<file path="config.mk">
export PLATFORM = sky130hd
export DESIGN_NAME = insn_predecoder
export DESIGN_NICKNAME = d
export VERILOG_FILES = /design/src/rtl/insn_dec_pkg.sv /design/src/rtl/insn_field_split.sv /design/src/rtl/insn_f1_table.sv /design/src/rtl/insn_predecoder.sv
export SDC_FILE = /design/constraint.sdc
export NUM_CORES = 1
export LEC_CHECK = 0
export BUFFER_PORTS_ARGS = -buffer_cell sky130_fd_sc_hd__buf_2
export CAP_MARGIN = 10
export CORE_AREA = 2 2 80 82
export DETAILED_ROUTE_END_ITERATION = 16
export DIE_AREA = 0 0 82 84
export PLACE_DENSITY = 0.9
export SYNTH_ARGS = -nofsm -noshare
export SYNTH_HDL_FRONTEND = slang
export SYNTH_SLANG_ARGS = --single-unit
</file>
<file path="constraint.sdc">
create_clock -name clk -period 1.2 [get_ports clk]
set_input_delay 0.06 -clock clk [delete_from_list [all_inputs] [get_ports clk]]
set_output_delay 0.06 -clock clk [all_outputs]
set_load 0.05 [all_outputs]
</file>
<file path="src/rtl/insn_dec_pkg.sv">
`timescale 1ns/1ps
package insn_dec_pkg;
  typedef enum logic [1:0] {
    FMT_NONE   = 2'd0,
    FMT_REGREG = 2'd1,
    FMT_REGIMM = 2'd2,
    FMT_BRANCH = 2'd3
  } fmt_e;

  typedef enum logic [1:0] {
    MW_NONE = 2'd0,
    MW_BYTE = 2'd1,
    MW_HALF = 2'd2,
    MW_WORD = 2'd3
  } mwidth_e;

  localparam int CLS_W     = 7;
  localparam int CLS_NOP   = 0;
  localparam int CLS_ALU   = 1;
  localparam int CLS_LDI   = 2;
  localparam int CLS_LOAD  = 3;
  localparam int CLS_STORE = 4;
  localparam int CLS_FLOW  = 5;
  localparam int CLS_SYS   = 6;

  localparam int WORD_W       = 16;
  localparam int BR_OFF_W     = 10;
  localparam int BR_COND_LAST = 9;
endpackage

</file>
<file path="src/rtl/insn_field_split.sv">
`timescale 1ns/1ps
module insn_field_split
  import insn_dec_pkg::*;
#(
  parameter int XLEN = 32
) (
  input  logic [WORD_W-1:0] word,
  output fmt_e              fmt,
  output logic [7:0]        op,
  output logic [3:0]        ra,
  output logic [3:0]        rb,
  output logic [7:0]        imm8,
  output logic [XLEN-1:0]   disp
);
  localparam int SEXT_W = XLEN - BR_OFF_W - 1;

  always_comb begin
    op   = '0;
    ra   = '0;
    rb   = '0;
    imm8 = '0;
    disp = '0;
    if (!word[15]) begin
      fmt = FMT_REGREG;
      op  = word[15:8];
      ra  = word[7:4];
      rb  = word[3:0];
    end else if (!word[14]) begin
      fmt  = FMT_REGIMM;
      op   = {6'd0, word[13:12]};
      ra   = word[11:8];
      imm8 = word[7:0];
    end else begin
      fmt  = FMT_BRANCH;
      op   = {4'd0, word[13:10]};
      disp = {{SEXT_W{word[BR_OFF_W-1]}}, word[BR_OFF_W-1:0], 1'b0};
    end
  end
endmodule

</file>
<file path="src/rtl/insn_f1_table.sv">
`timescale 1ns/1ps
module insn_f1_table
  import insn_dec_pkg::*;
(
  input  logic [7:0]       op,
  output logic             legal,
  output logic [CLS_W-1:0] cls,
  output logic             long_form,
  output mwidth_e          mwidth
);
  always_comb begin
    legal     = 1'b1;
    cls       = '0;
    long_form = 1'b0;
    mwidth    = MW_NONE;
    case (op)
      8'h00: cls[CLS_NOP] = 1'b1;
      8'h01, 8'h1b, 8'h20: begin cls[CLS_LDI] = 1'b1; long_form = 1'b1; end
      8'h02, 8'h05, 8'h0e, 8'h26, 8'h27, 8'h28, 8'h29, 8'h2a, 8'h2b,
      8'h2c, 8'h2d, 8'h2e, 8'h2f, 8'h31, 8'h32, 8'h33, 8'h34:
        cls[CLS_ALU] = 1'b1;
      8'h03, 8'h1a: begin cls[CLS_FLOW] = 1'b1; long_form = 1'b1; end
      8'h04, 8'h19, 8'h25: cls[CLS_FLOW] = 1'b1;
      8'h30: begin cls[CLS_SYS] = 1'b1; long_form = 1'b1; end
      8'h35: cls[CLS_SYS] = 1'b1;
      8'h07, 8'h0a: begin cls[CLS_LOAD] = 1'b1; mwidth = MW_WORD; end
      8'h08, 8'h0c: begin cls[CLS_LOAD] = 1'b1; mwidth = MW_WORD; long_form = 1'b1; end
      8'h21:        begin cls[CLS_LOAD] = 1'b1; mwidth = MW_HALF; end
      8'h22, 8'h38: begin cls[CLS_LOAD] = 1'b1; mwidth = MW_HALF; long_form = 1'b1; end
      8'h1c:        begin cls[CLS_LOAD] = 1'b1; mwidth = MW_BYTE; end
      8'h1d, 8'h36: begin cls[CLS_LOAD] = 1'b1; mwidth = MW_BYTE; long_form = 1'b1; end
      8'h06, 8'h0b: begin cls[CLS_STORE] = 1'b1; mwidth = MW_WORD; end
      8'h09, 8'h0d: begin cls[CLS_STORE] = 1'b1; mwidth = MW_WORD; long_form = 1'b1; end
      8'h23:        begin cls[CLS_STORE] = 1'b1; mwidth = MW_HALF; end
      8'h24, 8'h39: begin cls[CLS_STORE] = 1'b1; mwidth = MW_HALF; long_form = 1'b1; end
      8'h1e:        begin cls[CLS_STORE] = 1'b1; mwidth = MW_BYTE; end
      8'h1f, 8'h37: begin cls[CLS_STORE] = 1'b1; mwidth = MW_BYTE; long_form = 1'b1; end
      default: legal = 1'b0;
    endcase
  end
endmodule

</file>
<file path="src/rtl/insn_predecoder.sv">
`timescale 1ns/1ps
module insn_predecoder
  import insn_dec_pkg::*;
#(
  parameter int XLEN      = 32,
  parameter int EXT_BYTES = 4,
  parameter int LEN_W     = $clog2(2 + EXT_BYTES + 1)
) (
  input  logic              clk,
  input  logic              rst_n,
  input  logic              in_valid,
  input  logic [15:0]       in_word,
  output logic              out_valid,
  output logic [1:0]        out_fmt,
  output logic [7:0]        out_op,
  output logic [3:0]        out_ra,
  output logic [3:0]        out_rb,
  output logic [7:0]        out_imm8,
  output logic [XLEN-1:0]   out_disp,
  output logic [CLS_W-1:0]  out_class,
  output logic [LEN_W-1:0]  out_len,
  output logic              out_ext,
  output logic [1:0]        out_mwidth,
  output logic              out_zext,
  output logic              out_illegal
);
  localparam int BASE_BYTES = WORD_W / 8;
  localparam logic [LEN_W-1:0] LEN_SHORT = LEN_W'(BASE_BYTES);
  localparam logic [LEN_W-1:0] LEN_LONG  = LEN_W'(BASE_BYTES + EXT_BYTES);

  fmt_e             fmt;
  logic [7:0]       op;
  logic [3:0]       ra, rb;
  logic [7:0]       imm8;
  logic [XLEN-1:0]  disp;
  logic             t_legal, t_long;
  logic [CLS_W-1:0] t_cls;
  mwidth_e          t_mw;

  insn_field_split #(.XLEN(XLEN)) u_split (
    .word(in_word), .fmt(fmt), .op(op), .ra(ra), .rb(rb),
    .imm8(imm8), .disp(disp)
  );

  insn_f1_table u_table (
    .op(op), .legal(t_legal), .cls(t_cls), .long_form(t_long), .mwidth(t_mw)
  );

  logic             n_legal, n_long, n_zext;
  logic [CLS_W-1:0] n_cls;
  mwidth_e          n_mw;

  always_comb begin
    n_legal = 1'b1;
    n_cls   = '0;
    n_long  = 1'b0;
    n_mw    = MW_NONE;
    case (fmt)
      FMT_REGREG: begin
        n_legal = t_legal;
        n_cls   = t_cls;
        n_long  = t_long;
        n_mw    = t_mw;
      end
      FMT_REGIMM: begin
        if (op[1]) n_cls[CLS_SYS] = 1'b1;
        else       n_cls[CLS_ALU] = 1'b1;
      end
      default: begin
        n_legal = (op <= 8'(BR_COND_LAST));
        n_cls[CLS_FLOW] = n_legal;
      end
    endcase
    if (!n_legal) begin
      n_cls  = '0;
      n_long = 1'b0;
      n_mw   = MW_NONE;
    end
    n_zext = n_cls[CLS_LOAD] && (n_mw == MW_BYTE || n_mw == MW_HALF);
  end

  always_ff @(posedge clk or negedge rst_n) begin
    if (!rst_n) begin
      out_valid   <= 1'b0;
      out_fmt     <= '0;
      out_op      <= '0;
      out_ra      <= '0;
      out_rb      <= '0;
      out_imm8    <= '0;
      out_disp    <= '0;
      out_class   <= '0;
      out_len     <= '0;
      out_ext     <= 1'b0;
      out_mwidth  <= '0;
      out_zext    <= 1'b0;
      out_illegal <= 1'b0;
    end else begin
      out_valid <= in_valid;
      if (in_valid) begin
        out_fmt     <= fmt;
        out_op      <= op;
        out_ra      <= ra;
        out_rb      <= rb;
        out_imm8    <= imm8;
        out_disp    <= disp;
        out_class   <= n_cls;
        out_len     <= n_long ? LEN_LONG : LEN_SHORT;
        out_ext     <= n_long;
        out_mwidth  <= n_mw;
        out_zext    <= n_zext;
        out_illegal <= !n_legal;
      end
    end
  end
endmodule

</file>
==> impl_metrics.tcl, run 1 <==
set metrics [dict create \
    status "finished, violations left" \
    violations "setup timing" \
    post-place-ws_ps -769 \
    powerDensity_nw_per_um2 1060 \
    p_seq_share_pct 36.9 \
    routed_wl_microns 11300 \
    vias 3307 \
    p_int_mw 2.99 \
    synthMuxAreaShare_pct 3.12 \
    p_leak_nw 2.28 \
    start_kind "input pin" \
    avgSynthCellArea_sq_um 9.81 \
    die_w_microns 82 \
    yosys.area.top_type "dfrtp_1" \
    drt_iter0_drc 273 \
    hold_path_class "input pin to register" \
    vdd_drop_max_mv 0.818 \
    synthXorXnorAreaFrac_pct 0.291 \
    clkSlewWorstSetupHoldPaths_ps 110 \
    gp_congestion 0.967 \
    ys_seq_area_share_pct 40.7 \
    fin_skew_ps 0 \
    holdPathStages 2 \
    ys.warnings.count 0 \
    grt_pass1_vias 3090 \
    antenna_left 0 \
    avgViaCountPerCell 6.07 \
    cp.depth 8 \
    synth_commonest_cells "dfrtp_1, buf_4, nor2_1" \
    hold_violations 0 \
    htreeDepth 2 \
    diodes 0 \
    comb_power_share_pct 42.5 \
    crit_buf_inv 2 \
    synthCells 307 \
    synth-compound-area-share_pct 24.6 \
    grt_antenna_before_repair 0 \
    drive_above_1_share_pct 59.2 \
    async_flop_share_pct 100 \
    insertion_delay_ps 300 \
    synth_edf_count 0 \
    wire_per_inst_microns 20.7 \
    critical_path_peak_fanout 5 \
    yosysUniqueCellTypes 69 \
    rsz0062_at_grt "true" \
    syn2layout_area_growth_pct 58.3 \
    setup_viol 9 \
    drv_slew 0 \
    cp_top_family "multiplexers" \
    critPathKind "input pin to register" \
    netSwitchingFraction_pct 40.5 \
    rows 29 \
    setup_slack_ps -420 \
    cp_slowest_cell "a222oi_1" \
    dr.pass1.iters 5 \
    die-area_sq_um 6890 \
    initial_utilization_pct 49.4 \
    syn-cell-area_sq_um 3010 \
    crit_arrival_ps 1870 \
    synth_top_area_share_pct 40.7 \
    track_usage_pct 29.4 \
    cts_tree "done" \
    io_buffers 89 \
    grt_max_degree 50 \
    route.detailed.drc 0 \
    fin_crit_sh_pct 135 \
    synth_flop_cell "dfrtp_1" \
    yosys.area_share.simple_pct 18.6 \
    clock-sinks 49 \
    clock-root-buffer "clkbuf_8" \
    reg2reg_depth 2 \
    max_stage_delay_ps 400 \
    fmax_ghz 0.617 \
    critPathCaptureType "register" \
    finalCriticalPeriod_ps 1620 \
    synth.area.top_cells "dfrtp_1, buf_4, a22o_1" \
    die_h_microns 84 \
    cts_buffers 5 \
    synth.most_common_cell "dfrtp_1" \
    required_ps 1450 \
    p_clk_share_pct 20.6 \
    layout.nets 486 \
    cts_max_path_buffers 2 \
    synth_top_family_by_area "compound AO/OA/AOI/OAI gates" \
    finalSetupTns_ps -1970 \
    core_area_sq_um 6100 \
    ios 93 \
    dp_hpwl_microns 7040 \
    synth_seq_cells 49 \
    path_cells "buf_12, mux2_4, mux2i_4, buf_6, nand4_1, a222oi_1, nor4bb_2, a221o_1" \
    grt_overflow 0 \
    maxCapViolCount 0 \
    grt_first_pass_wirelength_microns 15600 \
    p_sw_mw 2.04 \
    synthAdderAreaFrac_pct 0 \
]
[power by group through the flow]
| stage | combinational, mW | clock [mW] | sequential, mW |
|---|---|---|---|
| 3_3_place_gp | 1.73 | 0 | 1.88 |
| 3_5_place_dp | 1.75 | 0 | 1.89 |
| 4_1_cts | 1.95 | 1.04 | 1.85 |
| 5_1_grt | 2.22 | 1.12 | 1.87 |
| 2_1_floorplan | 0.781 | 0 | 2.33 |
| 6_report | 2.14 | 1.03 | 1.86 |
[state kept, by name (all words and copies together) (netlist names)]
register     count
out_imm8         8
out_valid        1
out_rb           4
out_disp        10
out_zext         1
out_illegal      1
out_ra           4
out_mwidth       2
out_op           7
out_len          2
out_class        7
out_fmt          2
[repair_timing]
item                                   CTS  global route
endpoints found under the hold margin   50             1
setup endpoints to repair               36            33
hold buffers                             2             1
cloned                                   1             1
gates resized for setup                 69            59
pin swaps                               32            10
buffers inserted                        19             7
[final timing paths]
kind	startpoint	end	slack, ps
max	in_word[14]	out_illegal$_DFFE_PN0P_	-420
max in group asynchronous	rst_n	out_disp[30]$_DFFE_PN0P_	690
min in group asynchronous	rst_n	out_imm8[2]$_DFFE_PN0P_	270
min	in_word[3]	out_disp[4]$_DFFE_PN0P_	10
max reg2reg	out_disp[30]$_DFFE_PN0P_	out_disp[30]$_DFFE_PN0P_	230
min reg2reg	out_len[1]$_DFFE_PN0P_	out_len[1]$_DFFE_PN0P_	470
[placed cells by master, fill, tap and decap left out, types with 3 or more instances in the layout]
master,n
a22o_1,19
a21oi_2,4
nand2_1,14
buf_2,65
nand3b_1,4
nor2_4,5
conb_1,3
o221ai_2,3
nand3_1,6
buf_6,28
dfrtp_1,48
mux2_4,5
a31o_2,5
buf_12,6
nand2_2,3
inv_1,8
clkbuf_8,5
nor2_1,20
buf_4,96
or3_4,3
o21ai_1,3
dlygate4sd3_1,3
a221oi_1,4
o2bb2ai_1,4
nor3_1,3
a21oi_1,3
nor2b_1,7
buf_8,3
o21ai_0,6
[kinds of logic (layout without fill, tap and decap cells)]
family | count (synthesis) | in the layout
other | 1 | 3
xor gates and xnor gates | 1 | 1
AOI/OAI and AO/OA | 89 | 89
and+or+nand+nor | 99 | 99
buffers and inverters | 60 | 218
muxes | 8 | 9
DFF | 49 | 49
[final cells by class]
cell class	count	area, sq um
timing repair buffer	202	1580
fill	354	1330
sequential	49	1230
multi-input combinational	201	1740
inverter	8	30.0
clock buffer	5	68.8
tap	77	96.3
clock inverter	3	26.3
[metal layers]
layer | part of all wire (%) | track usage, %
met5 | 0 | 0
met2 | 50 | 48.4
met1 | 38 | 38.7
met4 | 5.0 | 12.3
met3 | 7.2 | 3.35
[metrics by stage]
step                utilization (%)  hold slack (ps)  instances  total power, mW  area [sq um]
finish                         78.2             11.4        545             5.03          4770
global placement               64.3             62.0        508             3.61          3920
CTS                            73.1            0.640        536             4.84          4460
detailed placement             64.3             72.2        508             3.64          3920
floorplan                         -             -236        309             3.11          3070
global route                   78.2             4.17        545             5.21          4770
Note: power is estimated with default switching activity, not from simulation.
==> run 2: changes to the inputs <==
Clock period 1.2 ns to 1.7 ns, I/O delays scaled along.
==> impl_metrics.tcl, run 2 (same netlist as run 1, synthesis figures left out) <==
set metrics [dict create \
    hold_path_class "input pin to register" \
    insertion_delay_ps 300 \
    critPathKind "input pin to register" \
    setup_viol 0 \
    critical_path_peak_fanout 9 \
    grt_overflow 0 \
    top_register "out_disp" \
    fmax_ghz 0.609 \
    crit_top_cell "buf_4" \
    gp_congestion 0.972 \
    crit_arrival_ps 1830 \
    final_common_cell "buf_2" \
    critPathCaptureType "register" \
    crit_buf_inv 4 \
    clock-root-buffer "clkbuf_8" \
    diodes 0 \
    min_to "out_disp[6]$_DFFE_PN0P_" \
    die_h_microns 84 \
    antenna_left 0 \
    initial_utilization_pct 49.4 \
    setup_slack_ps 58.7 \
    p_seq_share_pct 40.1 \
    route.detailed.drc 0 \
    layout.nets 454 \
    grt_pass1_vias 2822 \
    vdd_drop_max_mv 0.423 \
    cp_slowest_cell "mux2_4" \
    ff_latch_area_sq_um 1230 \
    die_w_microns 82 \
    grt_max_degree 24 \
    drive_above_1_share_pct 48.4 \
    dr.pass1.iters 5 \
    dpl_cell_area_sq_um 3820 \
    netSwitchingFraction_pct 40.1 \
    p_int_mw 1.96 \
    multi_input_area_sq_um 1470 \
    core_area_sq_um 6100 \
    grt_antenna_before_repair 0 \
    post-place-ws_ps -283 \
    reg2reg_depth 1 \
    ff2ff_setup_slack_ps 730 \
    rsz0062_at_grt "true" \
    holdPathStages 2 \
    p_sw_mw 1.31 \
    design_area_sq_um 4020 \
    fin_crit_sh_pct 96.5 \
    p_clk_share_pct 22.0 \
    drt_iter0_drc 158 \
    required_ps 1890 \
    clkSlewWorstSetupHoldPaths_ps 100 \
    clock-sinks 49 \
    largest_reg_flops 10 \
    io_buffers 89 \
    status "finished, final reports clean" \
    wire_per_inst_microns 17.1 \
    path_cells "clkbuf_4, mux2_4, mux2i_2, buf_6, buf_4, nor3_1, o21ai_0, buf_4, a211oi_2, a221o_1" \
    fillCellCount 494 \
    cp.depth 10 \
    drv_slew 0 \
    hold_violations 0 \
    cts_buffers 5 \
    dp_hpwl_microns 6690 \
    hp-start "in_word[5]" \
    die-area_sq_um 6890 \
    layout_common_cells "buf_2, buf_4, dfrtp_1" \
    maxCapViolCount 0 \
    rows 29 \
    comb_power_share_pct 37.9 \
    cp_top_family "buffers and inverters" \
    start_kind "input pin" \
    power_mw 3.27 \
    max_stage_delay_ps 320 \
    grt_first_pass_wirelength_microns 13800 \
    r2r-end "out_disp[30]$_DFFE_PN0P_" \
    avgViaCountPerCell 5.74 \
    finalCriticalPeriod_ps 1640 \
    track_usage_pct 25.9 \
    fin_skew_ps 0 \
    timing.rr.start "out_disp[30]$_DFFE_PN0P_" \
    htreeDepth 2 \
    cts_max_path_buffers 2 \
    routed_wl_microns 8800 \
    cts_tree "done" \
    ios 93 \
    p_leak_nw 2.01 \
    final_util_pct 65.9 \
    syn2layout_area_growth_pct 33.3 \
    vias 2945 \
    powerDensity_nw_per_um2 815 \
    top_regs "out_disp: 10 flops, out_imm8: 8 flops" \
]
run 2: cell types whose count changed in the layout (fill, tap and decap cells not counted), sizes merged:
cell,delta
clkbuf,+2
dlygate4sd3,-2
buf,-31
mux2,-1
clkinvlp,-1
inv,+1
run 2: worst max-delay path by stage:
stage	start	endpoint	slack (ps)
floorplan	in_word[13]	out_illegal$_DFFE_PN0P_	-9
global route	in_word[15]	out_illegal$_DFFE_PN0P_	-10
finish	in_word[14]	out_illegal$_DFFE_PN0P_	60
detailed placement	in_word[12]	out_illegal$_DFFE_PN0P_	-280
global placement	in_word[14]	out_illegal$_DFFE_PN0P_	-250
CTS	in_word[14]	out_illegal$_DFFE_PN0P_	40
run 2: per-layer routing:
| metal | track usage, % | part of all wire, % | up-vias |
|---|---|---|---|
| met5 | 0 | 0 | - |
| met3 | 3.68 | 7.7 | 20 |
| li1 | - | - | 1370 |
| met2 | 43.8 | 50 | 145 |
| met1 | 33.3 | 40 | 1410 |
| met4 | 8.79 | 2.3 | 0 |
run 2: timing repair:
| item | in CTS | in global routing |
|---|---|---|
| hold buffers | 1 | 0 |
| buffers inserted | 0 | 5 |
| setup endpoints to repair | 0 | 4 |
| resized for setup | 0 | 12 |
| hold endpoints to repair | 20 | 0 |
run 2: power by group through the flow:
stage          clock (mW)  sequential [mW]  combinational, mW
2_1_floorplan           0             1.65              0.538
3_5_place_dp            0             1.33               1.20
5_1_grt             0.778             1.32               1.31
6_report            0.720             1.31               1.24
3_3_place_gp            0             1.32               1.18
4_1_cts             0.736             1.31               1.20
run 2: final cells by class:
type,count,area share [%]
Clock buffer,5,1.71
Clock inverter,3,0.623
Inverter,8,0.748
Multi-Input combinational cell,200,36.6
Sequential cell,49,30.5
Tap cell,77,2.40
Timing Repair Buffer,171,27.4
run 2: stage by stage:
| step | instances | TNS (ps) | hold slack [ps] |
|---|---|---|---|
| floorplan | 309 | -9.49 | -211 |
| global placement | 499 | -1030 | 59.1 |
| detailed placement | 499 | -1420 | 70.7 |
| CTS | 508 | 0 | 19.3 |
| global route | 513 | -11.2 | 17.1 |
| finish | 513 | 0 | 20.5 |
==> run 3: changes to the inputs <==
==> constraint.sdc (replaced) <==
create_clock -name clk -period 1.7 [get_ports clk]
set_input_delay 0.255 -clock clk [delete_from_list [all_inputs] [get_ports clk]]
set_output_delay 0.255 -clock clk [all_outputs]
set_load 0.05 [all_outputs]
==> impl_metrics.tcl, run 3 (same netlist as run 1, synthesis figures left out) <==
set metrics [dict create \
    status "finished, violations left" \
    violations "setup timing" \
    r2r-end "out_disp[30]$_DFFE_PN0P_" \
    clock-root-buffer "clkbuf_8" \
    grt_overflow 0 \
    vdd_drop_max_mv 0.676 \
    dpl_cell_area_sq_um 3760 \
    ff2ff_setup_slack_ps 820 \
    critPathCaptureType "register" \
    grt_max_degree 29 \
    hold_path_class "input pin to register" \
    clock-sinks 49 \
    diodes 0 \
    tightestPinTransition_ps 603 \
    power_mw 3.29 \
    grt_antenna_before_repair 0 \
    dr.pass1.iters 5 \
    fmax_ghz 0.567 \
    cp_slowest_cell "or3b_4" \
    wire_per_inst_microns 18.8 \
    syn2layout_area_growth_pct 34.6 \
    die-area_sq_um 6890 \
    final_cells 504 \
    layout.nets 445 \
    grt_first_pass_wirelength_microns 14800 \
    top_regs "out_disp: 10 flops, out_imm8: 8 flops" \
    layout_common_cells "buf_2, buf_4, dfrtp_1" \
    reg2reg_depth 1 \
    finalSetupTns_ps -174 \
    drt_iter0_drc 354 \
    routed_wl_microns 9490 \
    fin_crit_sh_pct 104 \
    drv_slew 0 \
    largest_reg_flops 10 \
    drive_above_1_share_pct 49.6 \
    required_ps 1930 \
    rows 29 \
    top_register "out_disp" \
    crit_top_cell "buf_6" \
    timing.rr.start "out_disp[30]$_DFFE_PN0P_" \
    gp_congestion 0.950 \
    antenna_left 0 \
    crit_arrival_ps 2000 \
    finalCriticalPeriod_ps 1760 \
    design_area_sq_um 4050 \
    max-slew-margin-rel_pct 59.8 \
    grt_pass1_vias 2951 \
    ios 93 \
    p_leak_nw 2.00 \
    cts_tree "done" \
    hold_violations 0 \
    initial_utilization_pct 49.4 \
    cts_buffers 5 \
    rsz0062_at_grt "true" \
    htreeDepth 2 \
    dpl.cell_count 490 \
    setup_slack_ps -64.9 \
    avgViaCountPerCell 6.05 \
    path_cells "buf_6, or3b_4, buf_6, a211oi_4, o21ai_0, o21ai_1, nor4_1, o2bb2ai_1" \
    powerDensity_nw_per_um2 813 \
    route.detailed.drc 0 \
    setup_viol 4 \
    vias 3047 \
    start_kind "input pin" \
    dp_hpwl_microns 6840 \
    holdPathStages 2 \
    io_buffers 89 \
    core_area_sq_um 6100 \
    cts_max_path_buffers 2 \
    fin_skew_ps 0 \
    die_w_microns 82 \
    insertion_delay_ps 300 \
    clkSlewWorstSetupHoldPaths_ps 90 \
    max_stage_delay_ps 420 \
    cp_top_family "compound AO/OA/AOI/OAI gates" \
    critical_path_peak_fanout 17 \
    fillCellCount 475 \
    min_to "out_imm8[7]$_DFFE_PN0P_" \
    die_h_microns 84 \
    maxCapViolCount 0 \
    crit_buf_inv 2 \
    track_usage_pct 27.7 \
    hp-start "in_word[7]" \
    final_common_cell "buf_2" \
    critPathKind "input pin to register" \
]
run 3: layout make-up:
type,instances,area [sq um],area share [%]
Sequential cell,49,1230,30.3
Clock inverter,3,21.3,0.525
Multi-Input combinational cell,200,1530,37.8
Tap cell,77,96.3,2.38
Inverter,8,30.0,0.741
Timing Repair Buffer,162,1080,26.6
Clock buffer,5,68.8,1.70
run 3: how the worst max path moves through the flow:
stage | end | startpoint | cells past startpoint | slack [ps]
global placement | out_illegal$_DFFE_PN0P_ | in_word[10] | 9 | -400
finish | out_mwidth[1]$_DFFE_PN0P_ | in_word[15] | 8 | -60
floorplan | out_illegal$_DFFE_PN0P_ | in_word[13] | 7 | -170
detailed placement | out_illegal$_DFFE_PN0P_ | in_word[15] | 7 | -410
CTS | out_illegal$_DFFE_PN0P_ | in_word[13] | 8 | -10
global route | out_illegal$_DFFE_PN0P_ | in_word[15] | 7 | -100
run 3: routing by layer:
layer | GRT usage, % | share of wire (%) | wire, microns | vias to the layer above
met5 | 0 | 0 | 0 | -
met4 | 13.6 | 4.5 | 431 | 0
met3 | 4.65 | 7.9 | 745 | 46
met2 | 43.6 | 47 | 4460 | 197
met1 | 36.3 | 41 | 3850 | 1465
li1 | - | - | - | 1339
run 3: stage by stage:
step	hold slack [ps]	util, %	worst slack [ps]
after CTS	194	65.1	-9.61
after global routing	201	66.5	-102
final	197	66.5	-64.9
after detailed placement	293	61.7	-410
after floorplan	-40.6	-	-173
after global placement	284	61.7	-398
run 3: what timing repair did:
item	in CTS	in global routing
setup buffers	5	0
endpoints found under the hold margin	26	0
resized for setup	18	25
pin swaps	7	8
setup endpoints to repair	4	14
hold buffers	1	0
cloned	0	0
run 3: where the power goes:
| part | switching (mW) | internal (mW) | total (mW) |
|---|---|---|---|
| Clock | 0.419 | 0.293 | 0.712 |
| Sequential | 0.0571 | 1.25 | 1.31 |
| Combinational | 0.859 | 0.412 | 1.27 |
